## src/rtl/tlt_pkg.sv

```systemverilog
package tlt_pkg;

  // Strobes from control to datapath
  typedef struct packed {
    logic wrSample;   // store sampleData at wrAddr
    logic tagEvent;   // bind tagValue to tagSlot
  } dpStrobe_t;

endpackage

```

## src/rtl/evbuf_data.sv

```systemverilog
module evbuf_data
  import tlt_pkg::*;
#(
  parameter int DATA_W = 12,
  parameter int SLOTS  = 4,
  parameter int WIN    = 4,
  parameter int EV_W   = 8,
  localparam int DEPTH  = SLOTS * WIN,
  localparam int SLOT_W = $clog2(SLOTS),
  localparam int ADDR_W = $clog2(DEPTH)
) (
  input  logic              clk,
  input  dpStrobe_t         strobe,
  input  logic [ADDR_W-1:0] wrAddr,
  input  logic [DATA_W-1:0] sampleData,
  input  logic [SLOT_W-1:0] tagSlot,
  input  logic [EV_W-1:0]   tagValue,
  input  logic [ADDR_W-1:0] rdAddr,
  input  logic [SLOT_W-1:0] rdSlot,
  output logic [DATA_W-1:0] outData,
  output logic [EV_W-1:0]   outEvent
);

  logic [DATA_W-1:0] sampleMem [DEPTH];
  logic [EV_W-1:0]   evTag     [SLOTS];

  always_ff @(posedge clk) begin
    if (strobe.wrSample) sampleMem[wrAddr] <= sampleData;
  end

  // One tag register per slot
  for (genvar g = 0; g < SLOTS; g++) begin : g_tag
    always_ff @(posedge clk) begin
      if (strobe.tagEvent && tagSlot == SLOT_W'(g)) evTag[g] <= tagValue;
    end
  end

  assign outData  = sampleMem[rdAddr];
  assign outEvent = evTag[rdSlot];

endmodule

```

## src/rtl/evbuf_ctrl.sv

```systemverilog
module evbuf_ctrl
  import tlt_pkg::*;
#(
  parameter int SLOTS = 4,
  parameter int WIN   = 4,
  parameter int TO_W  = 16,
  parameter int EV_W  = 8,
  parameter int CNT_W = 16,
  localparam int SLOT_W = $clog2(SLOTS),
  localparam int PTR_W  = SLOT_W + 1,
  localparam int IDX_W  = $clog2(WIN),
  localparam int ADDR_W = $clog2(SLOTS * WIN)
) (
  input  logic              clk,
  input  logic              rstN,
  input  logic              twoLevelMode,
  input  logic [TO_W-1:0]   timeoutLimit,
  input  logic              sampleValid,
  input  logic              l1Trigger,
  input  logic              l2Accept,
  input  logic              l2Reject,
  input  logic              outReady,
  output dpStrobe_t         strobe,
  output logic [ADDR_W-1:0] wrAddr,
  output logic [SLOT_W-1:0] tagSlot,
  output logic [EV_W-1:0]   tagValue,
  output logic [ADDR_W-1:0] rdAddr,
  output logic [SLOT_W-1:0] rdSlot,
  output logic              outValid,
  output logic              outFirst,
  output logic              outLast,
  output logic [CNT_W-1:0]  timeoutCount,
  output logic [CNT_W-1:0]  l1DropCount
);

  // Ring pointers with wrap bit: rdPtr <= decPtr <= wrPtr
  logic [PTR_W-1:0] wrPtr, decPtr, rdPtr;
  logic             filling;
  logic [IDX_W-1:0] fillIdx, rdIdx;
  logic [EV_W-1:0]  evCounter;
  logic [SLOTS-1:0] keepFlags;
  logic [TO_W-1:0]  waitTimer;

  logic [PTR_W-1:0]  occupancy;
  logic              bufFull, l1Take, captureNow, fillDone;
  logic [IDX_W-1:0]  curIdx;
  logic              pendingAny, decAdvance, decKeep, decTimeout;
  logic              headReady, headKeep, headSkip, wordTaken, wordLast;
  logic [SLOT_W-1:0] wrSlot, decSlot;

  function automatic logic [ADDR_W-1:0] slotAddr(input logic [SLOT_W-1:0] s,
                                                 input logic [IDX_W-1:0]  i);
    return ADDR_W'(s) * ADDR_W'(WIN) + ADDR_W'(i);
  endfunction

  // ---------------- capture side ----------------
  assign wrSlot     = wrPtr[SLOT_W-1:0];
  assign decSlot    = decPtr[SLOT_W-1:0];
  assign rdSlot     = rdPtr[SLOT_W-1:0];
  assign occupancy  = wrPtr - rdPtr;
  assign bufFull    = (occupancy == PTR_W'(SLOTS));
  assign l1Take     = l1Trigger & ~filling & ~bufFull;
  assign captureNow = (filling | l1Take) & sampleValid;
  assign curIdx     = filling ? fillIdx : '0;
  assign fillDone   = captureNow && (curIdx == IDX_W'(WIN - 1));

  always_comb begin
    strobe          = '0;
    strobe.wrSample = captureNow;
    strobe.tagEvent = l1Take;
  end
  assign wrAddr   = slotAddr(wrSlot, curIdx);
  assign tagSlot  = wrSlot;
  assign tagValue = evCounter;

  always_ff @(posedge clk) begin
    if (!rstN) begin
      filling     <= 1'b0;
      fillIdx     <= '0;
      wrPtr       <= '0;
      evCounter   <= '0;
      l1DropCount <= '0;
    end else begin
      if (l1Trigger) evCounter <= evCounter + EV_W'(1);
      if (l1Trigger && !l1Take) l1DropCount <= l1DropCount + CNT_W'(1);
      if (fillDone) begin
        filling <= 1'b0;
        fillIdx <= '0;
        wrPtr   <= wrPtr + PTR_W'(1);
      end else if (captureNow) begin
        filling <= 1'b1;
        fillIdx <= curIdx + IDX_W'(1);
      end else if (l1Take) begin
        filling <= 1'b1;
        fillIdx <= '0;
      end
    end
  end

  // ---------------- verdict side ----------------
  assign pendingAny = (decPtr != wrPtr);

  always_comb begin
    decAdvance = 1'b0;
    decKeep    = 1'b0;
    decTimeout = 1'b0;
    if (pendingAny) begin
      if (!twoLevelMode) begin
        decAdvance = 1'b1;
        decKeep    = 1'b1;
      end else if (l2Reject) begin
        decAdvance = 1'b1;
      end else if (l2Accept) begin
        decAdvance = 1'b1;
        decKeep    = 1'b1;
      end else if (waitTimer >= timeoutLimit) begin
        decAdvance = 1'b1;
        decTimeout = 1'b1;
      end
    end
  end

  always_ff @(posedge clk) begin
    if (!rstN) begin
      decPtr       <= '0;
      keepFlags    <= '0;
      waitTimer    <= '0;
      timeoutCount <= '0;
    end else begin
      if (decAdvance) begin
        decPtr            <= decPtr + PTR_W'(1);
        keepFlags[decSlot] <= decKeep;
      end
      if (!pendingAny || decAdvance) waitTimer <= '0;
      else                           waitTimer <= waitTimer + TO_W'(1);
      if (decTimeout) timeoutCount <= timeoutCount + CNT_W'(1);
    end
  end

  // ---------------- output side ----------------
  assign headReady = (rdPtr != decPtr);
  assign headKeep  = keepFlags[rdSlot];
  assign headSkip  = headReady & ~headKeep;
  assign outValid  = headReady & headKeep;
  assign wordTaken = outValid & outReady;
  assign wordLast  = (rdIdx == IDX_W'(WIN - 1));
  assign outFirst  = outValid && (rdIdx == '0);
  assign outLast   = outValid && wordLast;
  assign rdAddr    = slotAddr(rdSlot, rdIdx);

  always_ff @(posedge clk) begin
    if (!rstN) begin
      rdPtr <= '0;
      rdIdx <= '0;
    end else if (headSkip) begin
      rdPtr <= rdPtr + PTR_W'(1);
    end else if (wordTaken) begin
      if (wordLast) begin
        rdIdx <= '0;
        rdPtr <= rdPtr + PTR_W'(1);
      end else begin
        rdIdx <= rdIdx + IDX_W'(1);
      end
    end
  end

  // ---------------- assertions ----------------
  p_fill_room_r1: assert property (@(posedge clk) disable iff (!rstN)
    filling |-> occupancy < PTR_W'(SLOTS));

  p_no_overflow_r5: assert property (@(posedge clk) disable iff (!rstN)
    occupancy <= PTR_W'(SLOTS));

  p_order_r8: assert property (@(posedge clk) disable iff (!rstN)
    (decPtr - rdPtr) <= occupancy);

  p_single_r4: assert property (@(posedge clk) disable iff (!rstN)
    (!twoLevelMode && pendingAny) |=> decPtr != $past(decPtr));

  p_reject_r3: assert property (@(posedge clk) disable iff (!rstN)
    (twoLevelMode && pendingAny && l2Reject) |=> !keepFlags[$past(decSlot)]);

  p_timeout_r6: assert property (@(posedge clk) disable iff (!rstN)
    (twoLevelMode && pendingAny && !l2Accept && !l2Reject && waitTimer >= timeoutLimit)
      |=> timeoutCount != $past(timeoutCount));

  p_last_advance_r8: assert property (@(posedge clk) disable iff (!rstN)
    (outValid && outReady && outLast) |=> rdPtr == $past(rdPtr) + PTR_W'(1));

endmodule

```

## src/rtl/trig_event_buffer.sv

```systemverilog
module trig_event_buffer
  import tlt_pkg::*;
#(
  parameter int DATA_W = 12,
  parameter int SLOTS  = 4,
  parameter int WIN    = 4,
  parameter int EV_W   = 8,
  parameter int TO_W   = 16,
  parameter int CNT_W  = 16,
  localparam int SLOT_W = $clog2(SLOTS),
  localparam int ADDR_W = $clog2(SLOTS * WIN)
) (
  input  logic              clk,
  input  logic              rstN,
  input  logic              twoLevelMode,
  input  logic [TO_W-1:0]   timeoutLimit,
  input  logic              sampleValid,
  input  logic [DATA_W-1:0] sampleData,
  input  logic              l1Trigger,
  input  logic              l2Accept,
  input  logic              l2Reject,
  input  logic              outReady,
  output logic              outValid,
  output logic [DATA_W-1:0] outData,
  output logic [EV_W-1:0]   outEvent,
  output logic              outFirst,
  output logic              outLast,
  output logic [CNT_W-1:0]  timeoutCount,
  output logic [CNT_W-1:0]  l1DropCount
);

  dpStrobe_t         strobe;
  logic [ADDR_W-1:0] wrAddr, rdAddr;
  logic [SLOT_W-1:0] tagSlot, rdSlot;
  logic [EV_W-1:0]   tagValue;

  evbuf_ctrl #(
    .SLOTS(SLOTS), .WIN(WIN), .TO_W(TO_W), .EV_W(EV_W), .CNT_W(CNT_W)
  ) u_ctrl (
    .clk(clk), .rstN(rstN), .twoLevelMode(twoLevelMode), .timeoutLimit(timeoutLimit),
    .sampleValid(sampleValid), .l1Trigger(l1Trigger), .l2Accept(l2Accept),
    .l2Reject(l2Reject), .outReady(outReady), .strobe(strobe), .wrAddr(wrAddr),
    .tagSlot(tagSlot), .tagValue(tagValue), .rdAddr(rdAddr), .rdSlot(rdSlot),
    .outValid(outValid), .outFirst(outFirst), .outLast(outLast),
    .timeoutCount(timeoutCount), .l1DropCount(l1DropCount)
  );

  evbuf_data #(
    .DATA_W(DATA_W), .SLOTS(SLOTS), .WIN(WIN), .EV_W(EV_W)
  ) u_data (
    .clk(clk), .strobe(strobe), .wrAddr(wrAddr), .sampleData(sampleData),
    .tagSlot(tagSlot), .tagValue(tagValue), .rdAddr(rdAddr), .rdSlot(rdSlot),
    .outData(outData), .outEvent(outEvent)
  );

  p_hold_r7: assert property (@(posedge clk) disable iff (!rstN)
    (outValid && !outReady) |=> outValid && $stable(outData) && $stable(outEvent));

endmodule

```

## config.mk

```make
export PLATFORM = sky130hd
export DESIGN_NAME = trig_event_buffer
export DESIGN_NICKNAME = d
export VERILOG_FILES = /design/src/rtl/tlt_pkg.sv /design/src/rtl/evbuf_data.sv /design/src/rtl/evbuf_ctrl.sv /design/src/rtl/trig_event_buffer.sv
export SDC_FILE = /design/constraint.sdc
export NUM_CORES = 1
export LEC_CHECK = 0
export BUFFER_PORTS_ARGS = -buffer_cell sky130_fd_sc_hd__buf_2
export CAP_MARGIN = 20
export CELL_PAD_IN_SITES_DETAIL_PLACEMENT = 2
export CELL_PAD_IN_SITES_GLOBAL_PLACEMENT = 2
export CORE_MARGIN = 2
export CORE_UTILIZATION = 44
export CTS_CLUSTER_DIAMETER = 30
export DETAILED_ROUTE_END_ITERATION = 7
export PLACE_DENSITY_LB_ADDON = 0.1
export SLEW_MARGIN = 30
export SYNTH_ARGS = -nofsm -noshare
export SYNTH_HDL_FRONTEND = slang
export SYNTH_SLANG_ARGS = --single-unit
export TNS_END_PERCENT = 10
```

## constraint.sdc

```tcl
create_clock -name clk -period 3.7 [get_ports clk]
set_input_delay 0.37 -clock clk [delete_from_list [all_inputs] [get_ports clk]]
set_output_delay 0.37 -clock clk [all_outputs]
set_load 0.01 [all_outputs]
```

==> reports/qor.csv <==
metric,value,unit
met2_usage,48.8,%
maxSlewHeadroom,50.0,%
grt.busiest_layer,met2,
cts_hold_buf,0,
grt_pass1_wl,61500,µm
synth_area_leaders,"edfxtp_1 (53%), mux4_2 (12%), dfxtp_1 (12%)",
cts.sinks,300,
slew_violations,0,
clkTransAtPathRegs,0.05,ns
yosysTopAreaCell,edfxtp_1,
setup_viol,0,
met1_usage,34.3,%
whs,0.181,ns
r2r_slack,0.39,ns
skew,0.0221,ns
clock.fmax,0.302,GHz
insertion_delay,0.56,ns
num_vias,7956,
fill_cells,2598,
dieArea,0.0302,mm²
syn-num-nets,888,
power.density,666,mW/mm²
detail_route.iter0.violations,716,
start_kind,register,
syn_inst,815,
antennaDiodeCount,0,
core,0.0285,mm²
ys.warnings.count,0,
ys_seq_area_share,65.0,%
ys_seq_elements,300,
grt_pass1_vias,9001,
worstPathArrival,3.56,ns
final_common_cell,edfxtp_1,
dp_hpwl,22000,µm
maxCapViolCount,0,
vias_per_cell,5.68,
syn2layout_area_growth,25.9,%
num_rows,62,
antenna_found_initial,2,
crit_required,3.95,ns
postCtsSetupRepairBufs,0,
clockBufferDepth,3,
postRouteAntennaNets,0,
cts-root-buf,clkbuf_16,
path_class,reg -> reg,
drive_gt1_share,29.6,%
worst_pin_slew,0.747,ns
finish.instance_area,0.0160,mm²
fin_crit,3.31,ns
route.detailed.drc,0,
grt_start_max_net_pins,45,
synth_cell_types,43,
use_met3,4.85,%
tritoncts,yes,
hold_path_class,in -> reg,
fp.dieH,174,µm
synthesis.area,0.0127,mm²
post_drt_wl_per_cell,28.8,µm
place_area,0.0137,mm²
seq_area,0.00825,mm²
total_power,10.6,mW
grt_overflow,0,
io_pins,91,
ir_drop,0.000331,V
setup_tns,0,ns
grt_setup_unrepaired,false,
async_flop_share,0,%
synth_top_cell_area_share,53.0,%
final_hold_viol_count,0,
cts_resized,0,
final_cell_mix,"edfxtp_1 (224), buf_2 (90), dfxtp_1 (74), clkbuf_16 (70), mux4_2 (69)",
gp_congestion,0.739,
numCtsBuffers,68,
io_buffer_count,90,
path_max_fanout,20,
outcome,finished clean,
synth_ff_type,edfxtp_1,
firstDrtPassIters,5,
synth-edff-count,224,
final_net_count,1038,
die_w,174,µm
htree_levels,3,
syn_avg_cell_area,15.6,µm²
period_share,89.6,%
p_leak,6.03,nW
grt_use_total,27.6,%
critical_path.endpoint_type,register,
multi_input_area,0.00418,mm²
initial_core_util,44.5,%
drt_wl_total,40300,µm
==> flip-flops by register name (all words and copies together), names as in the netlist, named ones only <==
| signal | flops |
|---|---|
| u_ctrl.decPtr | 3 |
| u_ctrl.fillIdx | 2 |
| u_ctrl.filling | 1 |
| u_ctrl.keepFlags | 4 |
| u_ctrl.l1DropCount | 16 |
| u_ctrl.rdIdx | 2 |
| u_ctrl.rdPtr | 3 |
| u_ctrl.tagValue | 8 |
| u_ctrl.timeoutCount | 16 |
| u_ctrl.waitTimer | 16 |
| u_ctrl.wrPtr | 3 |
| u_data.evTag | 32 |
| u_data.sampleMem | 192 |
==> final cells by class <==
| class | instances | share of cell area [%] |
|---|---|---|
| clock buffers | 84 | 11.7 |
| clock inverters | 37 | 2.79 |
| inverters | 33 | 0.775 |
| multi-input cells | 449 | 26.1 |
| flip-flops and latches | 300 | 51.6 |
| well taps | 384 | 3.01 |
| repair buffers | 113 | 3.98 |
==> logic make-up after synthesis <==
family	Yosys count	share of synthesized area (%)
compound gates	41	2.32
xor+xnor	46	3.17
fa+ha+maj	37	3.65
simple gates	236	9.97
buf+inv	66	2.10
mux	89	13.8
flops	300	65.0
==> where the power goes <==
| part | switching (mW) | internal (mW) | total, mW |
|---|---|---|---|
| Sequential | 0.0704 | 3.68 | 3.75 |
| Clock | 2.04 | 4.14 | 6.17 |
| Combinational | 0.430 | 0.293 | 0.723 |
==> metal layers <==
metal,wire length [µm],up-vias
met5,0,-
met4,964,0
met3,1890,70
met2,21300,264
met1,16100,4217
li1,-,3405
==> synth_stat cells (all sizes together), types with 11 or more instances <==
cell type	count
and3	30
o21ai	11
nor2	26
ha	37
clkbuf	21
mux4	69
inv	32
nand3	22
and2	38
mux2i	20
nand2	59
xnor2	27
buf	12
nand4	19
nand2b	14
edfxtp	224
dfxtp	76
xor2	19
a21oi	11
==> per-stage QoR <==
stage,setup slack [ns],util [%],instances
2_1_floorplan,0.810,-,815
3_3_place_gp,0.930,47.9,1279
3_5_place_dp,0.665,47.9,1279
4_1_cts,0.428,56.0,1400
5_1_grt,0.173,56.0,1400
6_report,0.386,56.0,1400
==> critical path, stage by stage (launching register included) <==
cell,delay (ns)
dfxtp_1,0.46
inv_1,0.18
ha_1,0.23
nor2b_1,0.14
xnor2_1,0.16
a31oi_1,0.42
o21a_1,0.61
and3_1,0.51
buf_4,0.30
==> worst paths after layout <==
path | cells after the start | start | end
setup reg to reg | 8 | u_ctrl.wrPtr[0] | u_data.sampleMem[15][7]
hold reg to reg | 1 | u_ctrl.waitTimer[0] | u_ctrl.waitTimer[0]
hold / removal | 3 | outReady | u_ctrl.rdIdx[1]
setup / recovery | 8 | u_ctrl.wrPtr[0] | u_data.sampleMem[15][7]
No activity file was read; power rests on OpenSTA's default activity.
